[src/rtl/ddr_cmd_pkg.sv]
package ddr_cmd_pkg;

   typedef enum logic [2:0] {
      C_NONE = 3'd0,
      C_ACT  = 3'd1,
      C_RD   = 3'd2,
      C_WR   = 3'd3,
      C_PRE  = 3'd4,
      C_REF  = 3'd5,
      C_MRS  = 3'd6
   } cmd_e;

   typedef enum logic [1:0] {
      PS_NORMAL   = 2'd0,
      PS_PRE_PD   = 2'd1,
      PS_ACT_PD   = 2'd2,
      PS_SELF_REF = 2'd3
   } pwr_e;

   // {ras_n, cas_n, we_n} with chip select low
   localparam logic [2:0] RCW_NOP = 3'b111;
   localparam logic [2:0] RCW_ACT = 3'b011;
   localparam logic [2:0] RCW_RD  = 3'b101;
   localparam logic [2:0] RCW_WR  = 3'b100;
   localparam logic [2:0] RCW_PRE = 3'b010;
   localparam logic [2:0] RCW_REF = 3'b001;
   localparam logic [2:0] RCW_MRS = 3'b000;

   function automatic cmd_e rcw_to_cmd(input logic [2:0] rcw);
      cmd_e c;
      case (rcw)
         RCW_ACT: c = C_ACT;
         RCW_RD:  c = C_RD;
         RCW_WR:  c = C_WR;
         RCW_PRE: c = C_PRE;
         RCW_REF: c = C_REF;
         RCW_MRS: c = C_MRS;
         default: c = C_NONE;
      endcase
      return c;
   endfunction

endpackage

[src/rtl/ddr_cmd_capture.sv]
module ddr_cmd_capture #(
   parameter int BA_W   = 2,
   parameter int ADDR_W = 13
) (
   input  logic              clk,
   input  logic              rst,
   input  logic              cke,
   input  logic              cs_n,
   input  logic [2:0]        rcw,
   input  logic [BA_W-1:0]   ba,
   input  logic [ADDR_W-1:0] addr,
   output logic              cke_q,
   output logic              cs_n_q,
   output logic [2:0]        rcw_q,
   output logic [BA_W-1:0]   ba_q,
   output logic [ADDR_W-1:0] addr_q
);

   always_ff @(posedge clk) begin
      if (rst) begin
         cke_q  <= 1'b1;
         cs_n_q <= 1'b1;
         rcw_q  <= 3'b111;
         ba_q   <= '0;
         addr_q <= '0;
      end else begin
         cke_q  <= cke;
         cs_n_q <= cs_n;
         rcw_q  <= rcw;
         ba_q   <= ba;
         addr_q <= addr;
      end
   end

endmodule

[src/rtl/ddr_cmd_classify.sv]
module ddr_cmd_classify
   import ddr_cmd_pkg::*;
(
   input  logic       cs_n_q,
   input  logic [2:0] rcw_q,
   input  logic       cke_q,
   input  logic       pwr_normal,
   output cmd_e       cmd,
   output logic       sr_req
);

   logic selected;

   assign selected = !cs_n_q;

   always_comb begin
      if (selected && cke_q && pwr_normal) cmd = rcw_to_cmd(rcw_q);
      else                                 cmd = C_NONE;
   end

   // refresh code presented together with a low clock enable
   assign sr_req = selected && !cke_q && (rcw_q == RCW_REF);

endmodule

[src/rtl/ddr_bank_slot.sv]
module ddr_bank_slot #(
   parameter int ADDR_W = 13
) (
   input  logic              clk,
   input  logic              rst,
   input  logic              open_req,
   input  logic              close_req,
   input  logic [ADDR_W-1:0] row_in,
   output logic              is_open,
   output logic [ADDR_W-1:0] row_q
);

   always_ff @(posedge clk) begin
      if (rst) begin
         is_open <= 1'b0;
         row_q   <= '0;
      end else if (open_req) begin
         is_open <= 1'b1;
         row_q   <= row_in;
      end else if (close_req) begin
         is_open <= 1'b0;
      end
   end

   // an open request only ever reaches an idle bank
   assert_open_req_idle_R9: assert property (@(posedge clk) disable iff (rst)
      open_req |-> !is_open);

   assert_open_after_req_R4: assert property (@(posedge clk) disable iff (rst)
      open_req |=> is_open);

endmodule

[src/rtl/ddr_pwr_ctrl.sv]
module ddr_pwr_ctrl
   import ddr_cmd_pkg::*;
(
   input  logic clk,
   input  logic rst,
   input  logic cke_q,
   input  logic any_open,
   input  logic sr_req,
   output pwr_e state
);

   pwr_e nxt;

   always_comb begin
      nxt = state;
      if (state == PS_NORMAL) begin
         if (!cke_q) begin
            if (any_open)    nxt = PS_ACT_PD;
            else if (sr_req) nxt = PS_SELF_REF;
            else             nxt = PS_PRE_PD;
         end
      end else if (cke_q) begin
         nxt = PS_NORMAL;
      end
   end

   always_ff @(posedge clk) begin
      if (rst) state <= PS_NORMAL;
      else     state <= nxt;
   end

   assert_sr_from_idle_R8: assert property (@(posedge clk) disable iff (rst)
      $rose(state == PS_SELF_REF) |-> $past(!any_open));

   assert_pd_exit_R8: assert property (@(posedge clk) disable iff (rst)
      (state != PS_NORMAL && cke_q) |=> state == PS_NORMAL);

endmodule

[src/rtl/ddr_cmd_tracker.sv]
module ddr_cmd_tracker
   import ddr_cmd_pkg::*;
#(
   parameter int NUM_BANKS = 4,
   parameter int ADDR_W    = 13,
   parameter int AP_BIT    = 10,
   localparam int BA_W     = $clog2(NUM_BANKS),
   localparam int COL_W    = ADDR_W - 1
) (
   input  logic              clk,
   input  logic              rst,
   input  logic              cke,
   input  logic              cs_n,
   input  logic              ras_n,
   input  logic              cas_n,
   input  logic              we_n,
   input  logic [BA_W-1:0]   ba,
   input  logic [ADDR_W-1:0] addr,
   output logic              act_o,
   output logic              rd_o,
   output logic              wr_o,
   output logic              pre_o,
   output logic              pre_all_o,
   output logic              ref_o,
   output logic              mrs_o,
   output logic [BA_W-1:0]   bank_o,
   output logic [ADDR_W-1:0] row_o,
   output logic [COL_W-1:0]  col_o,
   output logic              auto_pre_o,
   output logic [BA_W-1:0]   mr_sel_o,
   output logic [ADDR_W-1:0] mode_reg_o,
   output logic [ADDR_W-1:0] ext_mode_reg_o,
   output logic [NUM_BANKS-1:0] bank_open_o,
   output logic [1:0]        pwr_state_o,
   output logic              proto_err_o
);

   if (NUM_BANKS < 2 || NUM_BANKS != (1 << BA_W)) begin : g_bad_banks
      $error("NUM_BANKS must be a power of two, at least 2");
   end
   if (AP_BIT < 1 || AP_BIT >= ADDR_W) begin : g_bad_ap
      $error("AP_BIT must lie inside the address bus, above bit 0");
   end

   logic              cke_q, cs_n_q;
   logic [2:0]        rcw_q;
   logic [BA_W-1:0]   ba_q;
   logic [ADDR_W-1:0] addr_q;
   cmd_e              cmd;
   logic              sr_req;
   pwr_e              pwr;
   logic              ap;
   logic              tgt_open;
   logic              act_ok, rd_ok, wr_ok, bad_cmd;
   logic [ADDR_W-1:0] row_tab [NUM_BANKS];
   logic [ADDR_W-1:0] mode_q, emode_q;
   logic              err_q;

   ddr_cmd_capture #(.BA_W(BA_W), .ADDR_W(ADDR_W)) u_cap (
      .clk(clk), .rst(rst), .cke(cke), .cs_n(cs_n),
      .rcw({ras_n, cas_n, we_n}), .ba(ba), .addr(addr),
      .cke_q(cke_q), .cs_n_q(cs_n_q), .rcw_q(rcw_q),
      .ba_q(ba_q), .addr_q(addr_q)
   );

   ddr_cmd_classify u_cls (
      .cs_n_q(cs_n_q), .rcw_q(rcw_q), .cke_q(cke_q),
      .pwr_normal(pwr == PS_NORMAL), .cmd(cmd), .sr_req(sr_req)
   );

   assign ap       = addr_q[AP_BIT];
   assign tgt_open = bank_open_o[ba_q];
   assign act_ok   = (cmd == C_ACT) && !tgt_open;
   assign rd_ok    = (cmd == C_RD) && tgt_open;
   assign wr_ok    = (cmd == C_WR) && tgt_open;
   assign bad_cmd  = ((cmd == C_ACT) && tgt_open) ||
                     (((cmd == C_RD) || (cmd == C_WR)) && !tgt_open);

   for (genvar i = 0; i < NUM_BANKS; i++) begin : g_bank
      logic sel;
      assign sel = (ba_q == BA_W'(i));
      ddr_bank_slot #(.ADDR_W(ADDR_W)) u_slot (
         .clk(clk), .rst(rst),
         .open_req(act_ok && sel),
         .close_req(((cmd == C_PRE) && (ap || sel)) ||
                    ((rd_ok || wr_ok) && sel && ap)),
         .row_in(addr_q),
         .is_open(bank_open_o[i]),
         .row_q(row_tab[i])
      );
   end

   ddr_pwr_ctrl u_pwr (
      .clk(clk), .rst(rst), .cke_q(cke_q), .any_open(|bank_open_o),
      .sr_req(sr_req), .state(pwr)
   );

   always_ff @(posedge clk) begin
      if (rst) begin
         mode_q  <= '0;
         emode_q <= '0;
         err_q   <= 1'b0;
      end else begin
         if (cmd == C_MRS && ba_q == BA_W'(0)) mode_q  <= addr_q;
         if (cmd == C_MRS && ba_q == BA_W'(1)) emode_q <= addr_q;
         if (bad_cmd) err_q <= 1'b1;
      end
   end

   // column field drops the auto-precharge bit; variant depends on its position
   if (AP_BIT == ADDR_W - 1) begin : g_col_top
      assign col_o = addr_q[AP_BIT-1:0];
   end else begin : g_col_mid
      assign col_o = {addr_q[ADDR_W-1:AP_BIT+1], addr_q[AP_BIT-1:0]};
   end

   assign act_o          = act_ok;
   assign rd_o           = rd_ok;
   assign wr_o           = wr_ok;
   assign pre_o          = (cmd == C_PRE);
   assign pre_all_o      = (cmd == C_PRE) && ap;
   assign ref_o          = (cmd == C_REF);
   assign mrs_o          = (cmd == C_MRS);
   assign bank_o         = ba_q;
   assign row_o          = (cmd == C_ACT) ? addr_q : row_tab[ba_q];
   assign auto_pre_o     = (rd_ok || wr_ok) && ap;
   assign mr_sel_o       = ba_q;
   assign mode_reg_o     = mode_q;
   assign ext_mode_reg_o = emode_q;
   assign pwr_state_o    = pwr;
   assign proto_err_o    = err_q;

   assert_one_strobe_R3: assert property (@(posedge clk) disable iff (rst)
      $onehot0({act_o, rd_o, wr_o, pre_o, ref_o, mrs_o}));

   assert_rw_open_bank_R9: assert property (@(posedge clk) disable iff (rst)
      (rd_o || wr_o) |-> bank_open_o[bank_o]);

   assert_act_idle_bank_R9: assert property (@(posedge clk) disable iff (rst)
      act_o |-> !bank_open_o[bank_o]);

   assert_err_sticky_R9: assert property (@(posedge clk) disable iff (rst)
      proto_err_o |=> proto_err_o);

   assert_quiet_in_pd_R8: assert property (@(posedge clk) disable iff (rst)
      (pwr_state_o != 2'd0) |-> !(act_o || rd_o || wr_o || pre_o || ref_o || mrs_o));

   assert_ap_closes_R5: assert property (@(posedge clk) disable iff (rst)
      ((rd_o || wr_o) && auto_pre_o) |=> !bank_open_o[$past(bank_o)]);

   assert_pre_all_closes_R6: assert property (@(posedge clk) disable iff (rst)
      pre_all_o |=> (bank_open_o == '0));

endmodule

[config.mk]
export PLATFORM = sky130hd
export DESIGN_NAME = ddr_cmd_tracker
export DESIGN_NICKNAME = d
export VERILOG_FILES = /design/src/rtl/ddr_cmd_pkg.sv /design/src/rtl/ddr_cmd_capture.sv /design/src/rtl/ddr_cmd_classify.sv /design/src/rtl/ddr_bank_slot.sv /design/src/rtl/ddr_pwr_ctrl.sv /design/src/rtl/ddr_cmd_tracker.sv
export SDC_FILE = /design/constraint.sdc
export NUM_CORES = 1
export LEC_CHECK = 0
export BUFFER_PORTS_ARGS = -buffer_cell sky130_fd_sc_hd__buf_2
export CORE_MARGIN = 10
export CORE_UTILIZATION = 49
export CTS_CLUSTER_DIAMETER = 40
export DETAILED_ROUTE_END_ITERATION = 10
export GPL_TIMING_DRIVEN = 0
export PLACE_DENSITY = 0.81
export SYNTH_ARGS = -nofsm -noshare
export SYNTH_HDL_FRONTEND = slang
export SYNTH_SLANG_ARGS = --single-unit
[constraint.sdc]
create_clock -name clk -period 4.5 [get_ports clk]
set_input_delay 0.675 -clock clk [delete_from_list [all_inputs] [get_ports clk]]
set_output_delay 0.675 -clock clk [all_outputs]
set_load 0.02 [all_outputs]
==> flow_metrics.tcl, run 1 <==
set metrics [dict create \
    clock_insertion_delay_worst_skew_ns 0.37 \
    pwr-share-clk_pct 35.4 \
    wl_per_cell_microns 17.5 \
    drt.antenna.violating_nets 0 \
    cts.repair.resized 0 \
    die_area_sq_um 13300 \
    die_height_microns 115 \
    p_int_mw 1.26 \
    cts_root_buf "sky130_fd_sc_hd__clkbuf_8" \
    r2r_cells 6 \
    synth.mux.area_fraction_pct 22.1 \
    max-cap-violations 0 \
    post_synth_most_frequent_cells "sky130_fd_sc_hd__dfxtp_1, sky130_fd_sc_hd__nor2_1, sky130_fd_sc_hd__nand2_1, sky130_fd_sc_hd__mux2i_1, sky130_fd_sc_hd__a21oi_1" \
    min-delay-path-class "reg2reg" \
    clkSinkCount 105 \
    cts_tree "done" \
    timing.critical_path.fanout_max 10 \
    port_buffers 91 \
    grt_util_all_layers_pct 16.9 \
    place.detailed.instances 635 \
    dominantRegCellSynth "sky130_fd_sc_hd__dfxtp_1" \
    period_minus_slack_ns 3.42 \
    cell_depth_of_the_worst_min_delay_path 2 \
    synth_compound_gate_area_share_pct 4.53 \
    fin_skew_ns 0.0129 \
    post_synth_inst_count 436 \
    routed_wirelength_mm 11.4 \
    synth_most_common_cell "sky130_fd_sc_hd__dfxtp_1" \
    fin_nets 560 \
    synth-edff-count 0 \
    cts.htree.levels 3 \
    synth_adder_area_share_pct 0 \
    critPathArrivalTime_ns 2.74 \
    floorplan.die.width_microns 115 \
    timing.hold.ws_ns 0.457 \
    rsz0062_at_grt "false" \
    run_status "finished clean" \
    synth-xor-area-share_pct 0 \
    syn_std_cell_area_sq_um 4450 \
    worstMarginPinSlew_ns 0.888 \
    finalWeightedCongestion 0.811 \
    power.density_cell_area_nw_per_um2 322 \
    cts.repair_timing.setup_buffer_count 0 \
    swShare_pct 25.4 \
    yosys.area.top_type "sky130_fd_sc_hd__dfxtp_1" \
    synth_top_family_by_area "multiplexers" \
    synth.area.top_cells "sky130_fd_sc_hd__dfxtp_1, sky130_fd_sc_hd__mux2i_1, sky130_fd_sc_hd__mux4_2" \
    diodes 0 \
    synth_nets 458 \
    slack_of_the_worst_reg_to_reg_path_ns 2.25 \
    max_freq_ghz 0.293 \
    start_util_pct 50.8 \
    dp_hpwl_mm 8.40 \
    report.final.hold_viol_count 0 \
    totalNegativeSetupSlack_ns 0 \
    grt_pass1_wl_mm 17.9 \
    clkTransAtPathRegs_ns 0.10 \
    design.portCount 92 \
    synth_area_per_cell_sq_um 10.2 \
    syn2layout_area_growth_pct 17.8 \
    timing.final.crit_share_pct 76.0 \
    worst_setup_path_end_kind "primary output" \
    critPathKind "reg2out" \
    core_area_sq_um 8760 \
    global_route.overflow_total 0 \
    yosysWarnings 0 \
    critPathRequiredTime_ns 3.83 \
    synth-seq-area-share_pct 47.2 \
    synth_seq_cells 105 \
    cts.path.max_buffers 2 \
    preCtsSetupSlack_ns 1.43 \
    worstSetupStartpointType "flop" \
    post-route-drc-count 0 \
    power.share.combinational_pct 7.4 \
    clock_buffers_created_by_tritoncts 9 \
    drtIter0Drc 229 \
    max-vdd-ir-drop_uv 206 \
    routed_via_density 5.29 \
    synth_top_area_share_pct 47.2 \
    power_spent_charging_and_discharging_nets_mw 0.429 \
    post-route-worst-setup-slack_ns 1.08 \
    leakage_nw 2.13 \
    finish_stage_setup_viols 0 \
    post_route_cells_drive_above_1_share_pct 33.0 \
    slew_viol_final 0 \
    slew_headroom_pct 40.8 \
    holdBufCountCts 0 \
    post_synth_num_cell_types 35 \
    first_pass_iters 4 \
    synth-simple-area-share_pct 19.6 \
    ys_async_sr_fraction_pct 0 \
    finalPower_mw 1.69 \
    via_count_of_the_first_global_routing_pass 3432 \
    stdcell_count 651 \
    overall_via_count_from_detail_route 3445 \
    pin_count_of_the_biggest_net_entering_global_routing 19 \
    number_of_antenna_violations_at_the_first_check_in_global_routing 0 \
    pwr-share-seq_pct 57.2 \
    floorplan.rows 34 \
]
## critical path, stage by stage (launching register included)
cell	delay, ns
sky130_fd_sc_hd__dfxtp_1	0.35
sky130_fd_sc_hd__buf_2	0.26
sky130_fd_sc_hd__buf_1	0.70
sky130_fd_sc_hd__mux4_2	0.59
sky130_fd_sc_hd__mux2_2	0.30
sky130_fd_sc_hd__buf_2	0.17
## stage by stage
step           area [sq um]  util, %
2_1_floorplan          4450        -
3_3_place_gp           5040     57.5
3_5_place_dp           5040     57.5
4_1_cts                5240     59.8
5_1_grt                5240     59.8
6_report               5240     59.8
## routing by layer
| layer | global-route usage (%) | vias to the layer above | share of wire (%) |
|---|---|---|---|
| li1 | - | 1678 | - |
| met1 | 20.3 | 1645 | 41 |
| met2 | 28.6 | 111 | 50 |
| met3 | 5.00 | 11 | 8.0 |
| met4 | 4.87 | 0 | 1.0 |
| met5 | 0 | - | 0 |
## flip-flops by register name, indices dropped and copies added, names as in the netlist
| name | count |
|---|---|
| u_pwr.state | 2 |
| u_cap.rcw_q | 3 |
| g_bank.u_slot.row_q | 52 |
| u_cap.addr_q | 13 |
| mode_reg_o | 13 |
| u_cap.ba_q | 2 |
| proto_err_o | 1 |
| u_cap.cke_q | 1 |
| g_bank.u_slot.is_open | 4 |
| u_cap.cs_n_q | 1 |
| ext_mode_reg_o | 13 |
## final cells by class
cell class              count  area, sq um
plain buffers              46          288
clock buffers              10          128
repair buffers             91          455
inverters                   1         3.75
clock inverters             6         75.1
well taps                 108          135
flip-flops and latches    105         2100
fillers                   770         3520
multi-input cells         284         2060
## path summary, 6_finish.rpt
kind | from | to
worst max register to register | u_pwr.state[1] | g_bank[0].u_slot.row_q[7]
worst min-delay path | ext_mode_reg_o[10] | ext_mode_reg_o[10]
worst min register to register | ext_mode_reg_o[10] | ext_mode_reg_o[10]
worst max-delay path | u_cap.ba_q[1] | row_o[3]
## power by group through the flow
stage | sequential, mW | clock, mW | combinational [mW]
final | 0.965 | 0.597 | 0.125
after global routing | 0.968 | 0.639 | 0.137
after CTS | 0.965 | 0.607 | 0.127
after detailed placement | 0.987 | 0 | 0.126
after global placement | 0.986 | 0 | 0.123
after floorplan | 0.981 | 0 | 0.0834
## placed cells by master (no fill, tap or decap), types with 2 or more instances in the layout
| cell | n |
|---|---|
| sky130_fd_sc_hd__buf_4 | 18 |
| sky130_fd_sc_hd__nand2b_1 | 3 |
| sky130_fd_sc_hd__clkbuf_1 | 15 |
| sky130_fd_sc_hd__nor2b_1 | 17 |
| sky130_fd_sc_hd__a21oi_1 | 27 |
| sky130_fd_sc_hd__nand2_1 | 54 |
| sky130_fd_sc_hd__o21ai_0 | 2 |
| sky130_fd_sc_hd__buf_6 | 5 |
| sky130_fd_sc_hd__and3_1 | 6 |
| sky130_fd_sc_hd__and2_1 | 2 |
| sky130_fd_sc_hd__clkbuf_8 | 9 |
| sky130_fd_sc_hd__a221o_1 | 3 |
| sky130_fd_sc_hd__or4_1 | 2 |
| sky130_fd_sc_hd__mux4_2 | 14 |
| sky130_fd_sc_hd__clkinv_4 | 2 |
| sky130_fd_sc_hd__mux2i_1 | 52 |
| sky130_fd_sc_hd__or2_2 | 7 |
| sky130_fd_sc_hd__mux2_2 | 13 |
| sky130_fd_sc_hd__dfxtp_1 | 105 |
| sky130_fd_sc_hd__nor4_4 | 5 |
| sky130_fd_sc_hd__nor3_1 | 4 |
| sky130_fd_sc_hd__buf_2 | 99 |
| sky130_fd_sc_hd__nor2_1 | 61 |
## cell families (layout without fill, tap and decap cells)
group | after synthesis | count (layout)
buffers and inverters | 47 | 154
muxes | 79 | 79
DFF | 105 | 105
AOI/OAI and AO/OA | 35 | 35
and+or+nand+nor | 170 | 170
(Power assumes the default switching activity.)
==> run 2, diff against run 1 <==
--- a/config.mk
+++ b/config.mk
@@ -11,7 +11,7 @@
 export CTS_CLUSTER_DIAMETER = 40
 export DETAILED_ROUTE_END_ITERATION = 10
 export GPL_TIMING_DRIVEN = 0
-export PLACE_DENSITY = 0.81
+export PLACE_DENSITY = 0.83
 export SYNTH_ARGS = -nofsm -noshare
 export SYNTH_HDL_FRONTEND = slang
 export SYNTH_SLANG_ARGS = --single-unit
==> constraint.sdc (replaced) <==
create_clock -name clk -period 2.9 [get_ports clk]
set_input_delay 0.435 -clock clk [delete_from_list [all_inputs] [get_ports clk]]
set_output_delay 0.435 -clock clk [all_outputs]
set_load 0.02 [all_outputs]
==> flow_metrics.tcl, run 2 (synthesized netlist as in run 1, its figures left out) <==
set metrics [dict create \
    min-delay-path-class "in2reg" \
    slew_viol_final 0 \
    clkTransAtPathRegs_ns 0.11 \
    drtIter0Drc 207 \
    overall_via_count_from_detail_route 3497 \
    largest_register_ff_count 52 \
    holdBufCountCts 0 \
    top_register "g_bank.u_slot.row_q" \
    rsz0062_at_grt "false" \
    dp_hpwl_mm 8.35 \
    critPathKind "reg2out" \
    pin_count_of_the_biggest_net_entering_global_routing 20 \
    run_status "finished clean" \
    cts_tree "done" \
    totalNegativeSetupSlack_ns 0 \
    critical_path_cell_sequence "or4b_4 > or2_2 > buf_6 > mux2_2 > buf_2" \
    cts.path.max_buffers 2 \
    max-vdd-ir-drop_uv 368 \
    fin_nets 561 \
    first_pass_iters 4 \
    cts_root_buf "sky130_fd_sc_hd__clkbuf_8" \
    finish_stage_setup_viols 0 \
    timing.final.crit_share_pct 96.7 \
    cp-startpoint "u_pwr.state[1]" \
    cts.htree.levels 3 \
    diodes 0 \
    worstReg2RegEnd "g_bank[1].u_slot.row_q[10]" \
    clock_buffers_created_by_tritoncts 9 \
    floorplan.rows 34 \
    clock_insertion_delay_worst_skew_ns 0.37 \
    slack_of_the_worst_reg_to_reg_path_ns 0.66 \
    cpPeakStageDelay_ns 0.56 \
    die_height_microns 115 \
    via_count_of_the_first_global_routing_pass 3584 \
    finalWeightedCongestion 0.809 \
    slew_headroom_pct 56.3 \
    r2r_cells 6 \
    capturing_element_of_the_worst_setup_path "row_o[11]" \
    start_util_pct 50.8 \
    report.final.hold_viol_count 0 \
    critPathArrivalTime_ns 2.37 \
    max-cap-violations 0 \
    period_minus_slack_ns 2.80 \
    port_buffers 91 \
    worst_setup_path_end_kind "primary output" \
    max_freq_ghz 0.357 \
    syn2layout_area_growth_pct 18.5 \
    routed_via_density 5.36 \
    critPathRequiredTime_ns 2.47 \
    fin_skew_ns 0.00992 \
    worstSetupStartpointType "flop" \
    number_of_antenna_violations_at_the_first_check_in_global_routing 0 \
    floorplan.die.width_microns 115 \
    clkSinkCount 105 \
    grt_util_all_layers_pct 17.4 \
    worstMarginPinSlew_ns 0.656 \
    post_route_cells_drive_above_1_share_pct 33.6 \
    global_route.overflow_total 0 \
    finalPower_mw 2.66 \
    post-route-drc-count 0 \
    timing.critical_path.fanout_max 10 \
    most-common-layout-cells "sky130_fd_sc_hd__dfxtp_1, sky130_fd_sc_hd__buf_2, sky130_fd_sc_hd__nor2_1" \
    cpMaxStageDelayCell "sky130_fd_sc_hd__or4b_4" \
    routed_wirelength_mm 11.5 \
    stdcell_count 652 \
    wl_per_cell_microns 17.7 \
    place.detailed.instances 635 \
    grt_pass1_wl_mm 18.4 \
    reg2reg_from "u_pwr.state[1]" \
    core_area_sq_um 8760 \
    design.portCount 92 \
    power.density_cell_area_nw_per_um2 505 \
    leakage_nw 2.15 \
    die_area_sq_um 13300 \
    mostFrequentLayoutCell "sky130_fd_sc_hd__dfxtp_1" \
    drt.antenna.violating_nets 0 \
]
[run 2: changes by cell type in the layout (fill, tap and decap cells not counted), moves of 2 or more]
cell                       change
sky130_fd_sc_hd__clkinv_4      -2
sky130_fd_sc_hd__buf_4         +2
sky130_fd_sc_hd__inv_6         +2
sky130_fd_sc_hd__buf_2         -2
[run 2: repair_timing]
action | in CTS | in global routing
pin swaps | 0 | 1
hold endpoints to repair | 0 | 0
setup endpoints to repair | 10 | 11
buffers inserted | 0 | 2
gates resized for setup | 6 | 4
[run 2: stage by stage]
stage               setup WS, ns  util, %  area [sq um]  hold slack [ns]
finish                    0.0960     60.2          5280            0.234
global route              0.0157     60.2          5280            0.215
CTS                       0.0184     60.0          5260            0.227
detailed placement        0.0620     57.5          5040            0.445
global placement           0.110     57.5          5040            0.437
floorplan                  0.399        -          4450            0.424
[run 2: final cells by class]
type / instances / area (sq um)
Timing Repair Buffer: 93 / 470
Sequential cell: 105 / 2100
Tap cell: 108 / 135
Buffer: 45 / 294
Fill cell: 730 / 3490
Inverter: 1 / 3.75
Clock buffer: 10 / 128
Clock inverter: 6 / 83.8
Multi-Input combinational cell: 284 / 2060
[run 2: metal layers]
metal	GRT usage (%)	wire, microns
met4	4.37	147
met3	6.09	973
met1	20.5	4860
met5	0	0
met2	29.4	5550
[run 2: worst max-delay path: cells and delay by family, from the launching register on]
family | cells | cell delay, ns
buf+inv | 2 | 0.36
mux | 1 | 0.30
simple gates | 2 | 0.98
flops | 1 | 0.36
[run 2: worst min path at each step]
stage                      start           endpoint  slack [ns]  cells past startpoint
2_1_floorplan        u_cap.cke_q     u_pwr.state[0]        0.42                      1
3_3_place_gp         proto_err_o        proto_err_o        0.44                      2
3_5_place_dp   ext_mode_reg_o[1]  ext_mode_reg_o[1]        0.44                      2
4_1_cts                      cke        u_cap.cke_q        0.23                      2
5_1_grt                     we_n     u_cap.rcw_q[0]        0.22                      2
6_report                     cke        u_cap.cke_q        0.23                      2
[run 2: power breakdown]
part           total, mW  internal (mW)  switching [mW]
combinational      0.198         0.0817           0.116
clock              0.967          0.423           0.544
sequential          1.50           1.46          0.0357
total               2.66           1.97           0.696
